$ cat src/rtl/dram_ctl_pkg.sv
package dram_ctl_pkg;
  typedef enum logic [1:0] {
    PH_IDLE = 2'd0,
    PH_ROW  = 2'd1,
    PH_COL  = 2'd2,
    PH_XFER = 2'd3
  } phase_e;
endpackage

$ cat src/rtl/dram_byte_array.sv
module dram_byte_array #(
  parameter int AW = 2,
  parameter int W  = 8
) (
  input  logic          clk,
  input  logic          rst_n,
  input  logic [AW-1:0] addr,
  input  logic          row_load,
  input  logic          col_hit,
  input  logic          row_store,
  input  logic          wr,
  input  logic [W-1:0]  din,
  output logic [W-1:0]  dout
);
  localparam int ROWS  = 1 << AW;
  localparam int COLS  = 1 << AW;
  localparam int ROWBW = COLS * W;

  logic [ROWBW-1:0] cells_q [ROWS];
  logic [ROWBW-1:0] rbuf_q, rbuf_d;
  logic [AW-1:0]    open_row_q;
  logic [W-1:0]     dout_q, dout_d;

  always_comb begin
    rbuf_d = rbuf_q;
    dout_d = dout_q;
    if (row_load) begin
      rbuf_d = cells_q[addr];
    end else if (col_hit) begin
      if (wr) rbuf_d[addr*W +: W] = din;
      else    dout_d = rbuf_q[addr*W +: W];
    end
  end

  always_ff @(posedge clk or negedge rst_n) begin
    if (!rst_n) begin
      rbuf_q     <= '0;
      open_row_q <= '0;
      dout_q     <= '0;
    end else begin
      if (row_load || col_hit) rbuf_q <= rbuf_d;
      if (col_hit && !wr)      dout_q <= dout_d;
      if (row_load)            open_row_q <= addr;
    end
  end

  always_ff @(posedge clk) begin
    if (row_store) cells_q[open_row_q] <= rbuf_q;
  end

  assign dout = dout_q;

  a_r2_row_latched: assert property (@(posedge clk) disable iff (!rst_n)
    row_load |=> (open_row_q == $past(addr)));
  a_r6_one_phase_at_a_time: assert property (@(posedge clk) disable iff (!rst_n)
    !(row_load && col_hit));
endmodule

$ cat src/rtl/dram_phase_seq.sv
module dram_phase_seq
  import dram_ctl_pkg::*;
#(
  parameter int IDX_W    = 4,
  parameter int ROW_CYC  = 2,
  parameter int COL_CYC  = 2,
  parameter int XFER_CYC = 1
) (
  input  logic                 clk,
  input  logic                 rst_n,
  input  logic                 req_valid,
  input  logic                 req_we,
  input  logic [IDX_W-1:0]     req_idx,
  output logic                 req_ready,
  output logic                 accept,
  output logic                 wr_q,
  output logic [IDX_W/2-1:0]   bus_addr,
  output logic                 row_stb,
  output logic                 col_stb,
  output logic                 row_load,
  output logic                 col_hit,
  output logic                 row_store,
  output logic                 rsp_valid
);
  localparam int ROW_W = IDX_W / 2;
  localparam int COL_W = IDX_W - ROW_W;
  localparam int MAXC  = (ROW_CYC > COL_CYC) ?
                         ((ROW_CYC > XFER_CYC) ? ROW_CYC : XFER_CYC) :
                         ((COL_CYC > XFER_CYC) ? COL_CYC : XFER_CYC);
  localparam int CNT_W = (MAXC < 2) ? 1 : $clog2(MAXC);

  phase_e            ph_q, ph_d;
  logic [CNT_W-1:0]  cnt_q, cnt_d;
  logic [IDX_W-1:0]  idx_q;
  logic              rsp_q, rsp_d;
  logic              last;
  int                lim;

  always_comb begin
    case (ph_q)
      PH_ROW:  lim = ROW_CYC;
      PH_COL:  lim = COL_CYC;
      PH_XFER: lim = XFER_CYC;
      default: lim = 1;
    endcase
    last = (cnt_q == CNT_W'(lim - 1));
  end

  assign req_ready = (ph_q == PH_IDLE);
  assign accept    = req_valid && req_ready;

  always_comb begin
    ph_d  = ph_q;
    cnt_d = cnt_q;
    rsp_d = 1'b0;
    case (ph_q)
      PH_IDLE: begin
        if (accept) begin
          ph_d  = PH_ROW;
          cnt_d = '0;
        end
      end
      PH_ROW: begin
        if (last) begin ph_d = PH_COL; cnt_d = '0; end
        else cnt_d = cnt_q + 1'b1;
      end
      PH_COL: begin
        if (last) begin ph_d = PH_XFER; cnt_d = '0; end
        else cnt_d = cnt_q + 1'b1;
      end
      default: begin
        if (last) begin
          ph_d  = PH_IDLE;
          cnt_d = '0;
          rsp_d = !wr_q;
        end else cnt_d = cnt_q + 1'b1;
      end
    endcase
  end

  always_ff @(posedge clk or negedge rst_n) begin
    if (!rst_n) begin
      ph_q  <= PH_IDLE;
      cnt_q <= '0;
      rsp_q <= 1'b0;
      idx_q <= '0;
      wr_q  <= 1'b0;
    end else begin
      ph_q  <= ph_d;
      cnt_q <= cnt_d;
      rsp_q <= rsp_d;
      if (accept) begin
        idx_q <= req_idx;
        wr_q  <= req_we;
      end
    end
  end

  always_comb begin
    case (ph_q)
      PH_ROW:  bus_addr = idx_q[IDX_W-1 -: ROW_W];
      PH_COL:  bus_addr = idx_q[COL_W-1:0];
      default: bus_addr = '0;
    endcase
  end

  assign row_stb   = (ph_q == PH_ROW);
  assign col_stb   = (ph_q == PH_COL);
  assign row_load  = row_stb && last;
  assign col_hit   = col_stb && last;
  assign row_store = (ph_q == PH_XFER) && last && wr_q;
  assign rsp_valid = rsp_q;

  a_r3_strobes_exclusive: assert property (@(posedge clk) disable iff (!rst_n)
    !(row_stb && col_stb));
  a_r3_col_after_row: assert property (@(posedge clk) disable iff (!rst_n)
    $rose(col_stb) |-> $past(row_stb));
  a_r4_busy_not_ready: assert property (@(posedge clk) disable iff (!rst_n)
    (row_stb || col_stb) |-> !req_ready);
  a_r5_single_pulse: assert property (@(posedge clk) disable iff (!rst_n)
    rsp_valid |=> !rsp_valid);
  a_r2_row_addr_stable: assert property (@(posedge clk) disable iff (!rst_n)
    (row_stb && $past(row_stb)) |-> $stable(bus_addr));
endmodule

$ cat src/rtl/dram_mux_ctrl.sv
module dram_mux_ctrl #(
  parameter int LANES    = 8,
  parameter int LANE_W   = 8,
  parameter int IDX_W    = 4,
  parameter int ROW_CYC  = 2,
  parameter int COL_CYC  = 2,
  parameter int XFER_CYC = 1
) (
  input  logic                      clk,
  input  logic                      rst_n,
  input  logic                      req_valid,
  output logic                      req_ready,
  input  logic                      req_we,
  input  logic [IDX_W-1:0]          req_idx,
  input  logic [LANES*LANE_W-1:0]   req_wdata,
  output logic                      rsp_valid,
  output logic [LANES*LANE_W-1:0]   rsp_rdata,
  output logic [IDX_W/2-1:0]        mem_addr,
  output logic                      mem_row_stb,
  output logic                      mem_col_stb
);
  localparam int AW     = IDX_W / 2;
  localparam int WORD_W = LANES * LANE_W;

  logic              accept, wr_q, row_load, col_hit, row_store;
  logic [WORD_W-1:0] wdata_q;

  dram_phase_seq #(
    .IDX_W(IDX_W), .ROW_CYC(ROW_CYC), .COL_CYC(COL_CYC), .XFER_CYC(XFER_CYC)
  ) u_seq (
    .clk(clk), .rst_n(rst_n),
    .req_valid(req_valid), .req_we(req_we), .req_idx(req_idx),
    .req_ready(req_ready), .accept(accept), .wr_q(wr_q),
    .bus_addr(mem_addr), .row_stb(mem_row_stb), .col_stb(mem_col_stb),
    .row_load(row_load), .col_hit(col_hit), .row_store(row_store),
    .rsp_valid(rsp_valid)
  );

  always_ff @(posedge clk or negedge rst_n) begin
    if (!rst_n)      wdata_q <= '0;
    else if (accept) wdata_q <= req_wdata;
  end

  for (genvar k = 0; k < LANES; k++) begin : g_lane
    dram_byte_array #(.AW(AW), .W(LANE_W)) u_arr (
      .clk(clk), .rst_n(rst_n), .addr(mem_addr),
      .row_load(row_load), .col_hit(col_hit), .row_store(row_store),
      .wr(wr_q), .din(wdata_q[k*LANE_W +: LANE_W]),
      .dout(rsp_rdata[k*LANE_W +: LANE_W])
    );
  end

  a_r4_idle_addr_zero: assert property (@(posedge clk) disable iff (!rst_n)
    (!mem_row_stb && !mem_col_stb) |-> (mem_addr == '0));
endmodule

$ cat config.mk
export PLATFORM = sky130hd
export DESIGN_NAME = dram_mux_ctrl
export DESIGN_NICKNAME = d
export VERILOG_FILES = /design/src/rtl/dram_ctl_pkg.sv /design/src/rtl/dram_byte_array.sv /design/src/rtl/dram_phase_seq.sv /design/src/rtl/dram_mux_ctrl.sv
export SDC_FILE = /design/constraint.sdc
export NUM_CORES = 2
export LEC_CHECK = 0
export ABC_CLOCK_PERIOD_IN_PS = 8100
export BUFFER_PORTS_ARGS = -buffer_cell sky130_fd_sc_hd__buf_2
export CORE_ASPECT_RATIO = 0.5
export CORE_MARGIN = 2
export CORE_UTILIZATION = 67
export DETAILED_ROUTE_END_ITERATION = 16
export GPL_ROUTABILITY_DRIVEN = 0
export PLACE_DENSITY = 0.83
export SYNTH_ARGS = -nofsm -noshare
export SYNTH_HDL_FRONTEND = slang
export SYNTH_HIERARCHICAL = 1
export SYNTH_SLANG_ARGS = --single-unit
$ cat constraint.sdc
create_clock -name clk -period 8.1 [get_ports clk]
set_input_delay 0 -clock clk [delete_from_list [all_inputs] [get_ports clk]]
set_output_delay 0 -clock clk [all_outputs]
set_load 0.005 [all_outputs]
# --- Word-level counts from Yosys, hierarchy flattened ---
# Memory sizes are Yosys's and may differ from the RTL's.
# Cells that the tools add are included.
# W data, S select, Z words.
op_classes:
  add_sub_neg: 3
  eq_ne: 7
  shift: 17
  mux: 46
  bitwise: 2
  n_reduce_logical: 17
op_table:
  columns: ["cell", "count"]
  rows:
  - ["$mux W32", 24]
  - ["$shiftx A8 B34 Y32", 8]
  - ["$bwmux W32", 8]
  - ["$shiftx A32 B6 Y8", 8]
  - ["$neg A5 Y34", 1]
  - ["$shift A8 B34 Y32 const A", 1]
  - ["$mux W1", 8]
  - ["$mux W2", 4]
  - ["$reduce_and A4 Y1", 2]
  - ["$logic_and A1 B1 Y1", 6]
  - ["$ne A2 B2 Y1 const B", 3]
  - ["$pmux W2 S3", 1]
  - ["$reduce_bool A2 Y1", 3]
  - ["$eq A2 B2 Y1 const B", 2]
  - ["$pmux W2 S2", 1]
  - ["$reduce_and A3 Y1", 1]
  - ["$reduce_or A3 Y1", 1]
  - ["$eq A2 B1 Y1 const B", 1]
  - ["$logic_not A2 Y1", 1]
  - ["$not A1 Y1", 2]
  - ["$reduce_or A2 Y1", 1]
  - ["$add A1 B1 Y1 const B", 1]
  - ["$eq A1 B1 Y1", 1]
  - ["$logic_not A1 Y1", 1]
  - ["other kinds (2)", 2]
word_totals:
  ff_bits: 395
  ramBits: 1024
  in_bits: 72
  wordCells: 123
  n_memories: 8
memory_table:
  columns: ["name", "words", "width", "rd", "rd_ports_with_merged_regs", "wr", "line_no", "rtl"]
  rows:
  - ["g_lane[0].u_arr.cells_q", 4, 32, 1, 0, 1, "dram_byte_array.sv:19", "logic [ROWBW-1:0] cells_q [ROWS];"]
  - ["g_lane[1].u_arr.cells_q", 4, 32, 1, 0, 1, "dram_byte_array.sv:19", null]
  - ["g_lane[2].u_arr.cells_q", 4, 32, 1, 0, 1, "dram_byte_array.sv:19", null]
  - ["g_lane[3].u_arr.cells_q", 4, 32, 1, 0, 1, "dram_byte_array.sv:19", null]
  - ["g_lane[4].u_arr.cells_q", 4, 32, 1, 0, 1, "dram_byte_array.sv:19", null]
  - ["g_lane[5].u_arr.cells_q", 4, 32, 1, 0, 1, "dram_byte_array.sv:19", null]
  - ["2 more memories", null, null, null, null, null, null, null]

# --- Longest topological paths before layout ---
logic_depth:
  ltp_word: 9
  depth_mapped: 15

# --- Cells and area by module ---
# Netlist, hierarchy kept.
by_module_without_submodules:
  columns: ["mod", "instances", "cells_per_inst", "area_per_inst_um2", "seq_area_each_um2"]
  rows:
  - ["dram_byte_array (g_lane[0].u_arr ...)", 6, 363, 6896.6, 4894.7]
  - ["dram_byte_array (g_lane[7].u_arr)", 1, 382, 6874.1, 4894.7]
  - ["dram_byte_array (g_lane[3].u_arr)", 1, 392, 6840.3, 4894.7]
  - ["dram_mux_ctrl", 1, 135, 2678.8, 1601.5]
  - ["dram_phase_seq", 1, 43, 494.2, 225.2]

# --- Worst setup path after synthesis ---
# No wires, ideal clock.
synth_timing:
  path_kind: "register -> register"
  start: "reg u_seq.wr_q"
  end: "mem g_lane[0].u_arr/cells_q[0][0] (netlist bit), enable pin"
  t_arrival_ns: 4.143
  t_required_ns: 7.632
  slack_ns: 3.488
  stages_incl_launch_ff: 3
  n_path_buf: 0
  cell_sequence: "dfrtp_1 > and3_1 > nor3b_1"
synth_via:
  elab_chain_len: 3
synth_rtl:
  columns: ["item", "line_no", "rtl"]
  rows:
  - ["from (decl)", "dram_phase_seq.sv:16", "output logic wr_q,"]
  - ["from (signal assigned)", "dram_phase_seq.sv:94", "wr_q <= req_we;"]
  - ["$logic_and A1 B1 Y1", "dram_phase_seq.sv:111", "assign row_store = (ph_q == PH_XFER) && last && wr_q;"]
  - ["named net row_store", "dram_mux_ctrl.sv:25", "logic accept, wr_q, row_load, col_hit, row_store;"]
  - ["$mux W1", "dram_byte_array.sv:48", "if (row_store) cells_q[open_row_q] <= rbuf_q;"]
  - ["$mux W1 (implied by the code)", "dram_byte_array.sv:48", null]
  - ["to (decl)", "dram_byte_array.sv:19", null]
# The timed path passes the listed nets, and every way through them passes these cells.

# --- Worst setup path after layout ---
layout_timing:
  start: "reg u_seq.ph_q[1]"
  end: "reg g_lane[7].u_arr.rbuf_q[20]"
layout_via:
  elab_chain_len: 8
  elab_cells_between_ends: 21
layout_rtl:
  columns: ["item", "line_no", "rtl"]
  rows:
  - ["from (decl)", "dram_phase_seq.sv:32", "phase_e ph_q, ph_d;"]
  - ["from (signal assigned)", "dram_phase_seq.sv:89", "ph_q <= ph_d;"]
  - ["$eq A2 B2 Y1 or $eq A2 B1 Y1 (tied branches)", null, null]
  - ["$pmux W2 S2 or $reduce_or A2 Y1 (tied branches)", null, null]
  - ["$neg A5 Y34 or $mux W1 (tied branches)", "dram_byte_array.sv:30, dram_phase_seq.sv:40", null]
  - ["$shiftx A8 B34 Y32, or another cell as far along", "dram_byte_array.sv:30", "if (wr) rbuf_d[addr*W +: W] = din;"]
  - ["$bwmux W32 or $eq A1 B1 Y1 (tied branches)", "dram_byte_array.sv:30, dram_phase_seq.sv:46", null]
  - ["$mux W32, or another cell as far along", "dram_byte_array.sv:30", null]
  - ["$mux W32, or another cell as far along", "dram_byte_array.sv:29", "end else if (col_hit) begin"]
  - ["$mux W32 or $reduce_and A3 Y1 (tied branches)", null, null]
  - ["to (signal assigned)", "dram_byte_array.sv:41", "if (row_load || col_hit) rbuf_q <= rbuf_d;"]
  - ["to (decl)", "dram_byte_array.sv:20", "logic [ROWBW-1:0] rbuf_q, rbuf_d;"]
# Several ways; a longest one is shown, not always the timed one. The select of a mux whose other input is x is not followed.
# A chain may end at the register's enable or synchronous reset.

==> qor.yml <==
worst_setup_path:
  startpoint: "u_seq/ph_q[1]$_DFFE_PN0P_"
  worstRegToRegCells: 11
  required_ns: 8.76
  startpoint_type: "flop"
  endpoint: "g_lane[7].u_arr/rbuf_q[20]$_DFFE_PN0P_"
  r2r_end: "g_lane[7].u_arr/rbuf_q[20]$_DFFE_PN0P_"
  regToRegStartpoint: "u_seq/ph_q[1]$_DFFE_PN0P_"
  crit_path_max_fanout: 133
  max_stage_delay_ns: 0.71
  cpMaxStageDelayCell: "or3b_1"
  end_kind: "flop"
  arrival_ns: 5.00
  crit_path_cell_trace: "inv_1 -> ha_1 -> a22oi_1 -> nor2b_4 -> buf_12 -> buf_4 -> inv_1 -> ha_1 -> or3b_1 -> nor3_1 -> a221o_1"
  crit_type: "flop to flop"
  reg2reg_slack_ns: 3.76
routing:
  first_iter_violations: 3741
  drt-pass1-iter-count: 6
  wl_um: 127000
  num_vias: 31500
  drtAntennaViolNets: 0
  drc: 0
  wl_per_cell_um: 27.5
  viasPerCell: 6.83
power:
  leakage_nw: 22.7
  power_density_mw_per_mm2: 399
  peakVddDrop_v: 0.000449
cells_and_area:
  fin_nets: 3455
  antennaDiodeCount: 0
  synthToLayoutAreaGrowth_pct: 10.8
  drive_gt1_frac: 0.237
  stdcell_area_mm2: 0.0645
timing:
  layout_min_cycle_time_ns: 4.34
  hold_viol: 0
  min_period_over_period: 0.536
  maxSlewViolCount: 0
  worst_pin_slew_ns: 1.29
  max_freq_mhz: 230
  finalSetupTns_ns: 0
  max_slew_margin: 0.135
  fin_ws_ns: 3.76
  rsz0062_at_grt: "false"
  fin_skew_ns: 0.0290
  setup_viol: 0
logic_synthesis:
  syn_inst: 3130
  ys.flop_type: "edfxtp_1"
  syn_avg_cell_area_um2: 18.6
  ys_types: 52
  synth_seq_cells: 1433
  synth_nets: 3248
  synth_area_mm2: 0.0583
  synth_top_area_cell: "edfxtp_1"
  seq_area_frac_synth: 0.703
  synth.top_cell.area_share: 0.528
  synth_common_cells: "1024 x edfxtp_1, 409 x dfrtp_1, 241 x mux4_2"
  synth_most_common_cell: "edfxtp_1"
  yosysWarnings: 6
  synth.area.top_cells: "edfxtp_1 53%, dfrtp_1 18%, mux4_2 9.3%, a221o_1 3.0%, mux4_1 1.9%"
  ys_async_sr_fraction: 0.285
  synth_edf_count: 1024
grt:
  track_usage: 0.287
  grt_first_pass_wirelength_um: 194000
  grt_max_degree: 157
  first_global_vias: 32700
  grt-ovfl-total: 0
  antenna_found_initial: 4
floorplanning:
  dieHeight_um: 213
  pin_count: 142
  start_util: 0.677
  placementRows: 76
  dieArea_mm2: 0.0895
  die_w_um: 421
  coreArea_mm2: 0.0861
cts:
  path_clk_slew_ns: 0.07
  htreeDepth: 3
  cts_resized: 0
  clk-insertion-delay-late_ns: 0.73
  numCtsBuffers: 115
  cts_tree: "done"
  clockBufferDepth: 3
  cts_root_buffer: "clkbuf_16"
  cts.sinks: 1433
hold_path:
  hold_path_class: "input port to flop"
placement:
  port_buffers: 141
  hpwl_um: 67100
  place_ws_ns: 3.81
  dpl-instance-area_mm2: 0.0598
outcome:
  status: "complete, no violations"
job:
  drv_cap: 0
report_power, final:
group          leakage, nW  internal (mW)  switching [mW]  total (mW)
Clock                 1.92           3.23            2.56        5.79
Sequential            14.4           10.0            1.65        11.7
Combinational         6.36           3.76            4.52        8.28
Total                 22.7           17.0            8.73        25.8
per-layer routing:
layer  vias up  share of wire  global-route usage  wire [um]
li1      13100              -                   -          -
met3       303          0.081              0.0496      10200
met4         0          0.034               0.103       4290
met5         -              0                   0          0
met2      1691           0.51               0.486      64100
met1     16400           0.38               0.384      48000
kinds of logic after synthesis:
| group | after synthesis | share of synthesized area |
|---|---|---|
| AOI/OAI and AO/OA | 330 | 0.0511 |
| adders and majority gates | 46 | 0.00988 |
| buffers and inverters | 281 | 0.0290 |
| DFF | 1433 | 0.703 |
| muxes | 506 | 0.158 |
| and+or+nand+nor | 534 | 0.0488 |
cells in the final DEF (no fill, tap or decap), types with 16 or more instances in the layout:
cell and instances:
edfxtp_1 1024, dfrtp_1 408, mux4_2 241, nand2_1 205
a221o_1 173, buf_2 140, clkbuf_16 118, dlygate4sd3_1 82
mux2_2 81, inv_1 79, mux2i_1 75, mux2_4 66
nand3_1 66, buf_4 62, nor4_1 59, nor3_1 58
and2_0 48, ha_1 46, mux4_1 42, o311ai_1 38
clkbuf_1 31, a31oi_1 28, clkbuf_8 21, o22ai_1 20
o311ai_0 18, o22a_1 18, clkinv_2 17, a32oi_1 17
nor3b_2 16
stage by stage:
step | hold WS, ns | util | power [mW] | std cells
3_3_place_gp | 0.0890 | 0.695 | 19.3 | 4306
5_1_grt | 0.0154 | 0.750 | 26.8 | 4607
2_1_floorplan | -0.296 | - | 17.4 | 3130
3_5_place_dp | 0.0938 | 0.695 | 19.8 | 4306
6_report | 0.0384 | 0.750 | 25.8 | 4607
4_1_cts | 0.000355 | 0.750 | 25.7 | 4606
worst min-delay path by stage:
| stage | start | end | slack [ns] | cells past startpoint |
|---|---|---|---|---|
| 6_report | req_wdata[49] | wdata_q[49]$_DFFE_PN0P_ | 0.04 | 3 |
| 5_1_grt | req_wdata[54] | wdata_q[54]$_DFFE_PN0P_ | 0.02 | 3 |
| 4_1_cts | req_wdata[5] | wdata_q[5]$_DFFE_PN0P_ | 0.0004 | 3 |
| 3_5_place_dp | rst_n | wdata_q[7]$_DFFE_PN0P_ | 0.09 | 1 |
| 3_3_place_gp | rst_n | wdata_q[7]$_DFFE_PN0P_ | 0.09 | 1 |
| 2_1_floorplan | rst_n | g_lane[0].u_arr/dout[0]$_DFFE_PN0P_ | -0.30 | 0 |
area by class of cell:
cell class              count  area (um^2)
inverters                  80          303
clock buffers             170         3360
fillers                  4541        21500
multi-input cells        1416        15800
repair buffers            291         2130
flip-flops and latches   1433        41000
well taps                1170         1460
clock inverters            47          534
sequential cells by signal, summed over array words and instances (netlist names), 2 cells and up:
signal	flops
g_lane.u_arr/cells_q	1024
u_seq/ph_q	2
u_seq/idx_q	4
g_lane.u_arr/dout	64
g_lane.u_arr/rbuf_q	256
wdata_q	64
g_lane.u_arr/open_row_q	16
worst max-delay path, delay by kind of cell, from the launching register on:
family	cells	cell delay [ns]
AO/OA/AOI/OAI	2	0.38
buffers and inverters	4	1.40
flip-flops	1	0.43
adder cells (fa/ha/maj)	2	0.72
AND/OR/NAND/NOR	3	1.29
what timing repair did:
| item | CTS | global route |
|---|---|---|
| setup buffers | 0 | 0 |
| hold buffers | 83 | 0 |
| endpoints found under the hold margin | 161 | 0 |
Power figures use the tool's default switching activity.
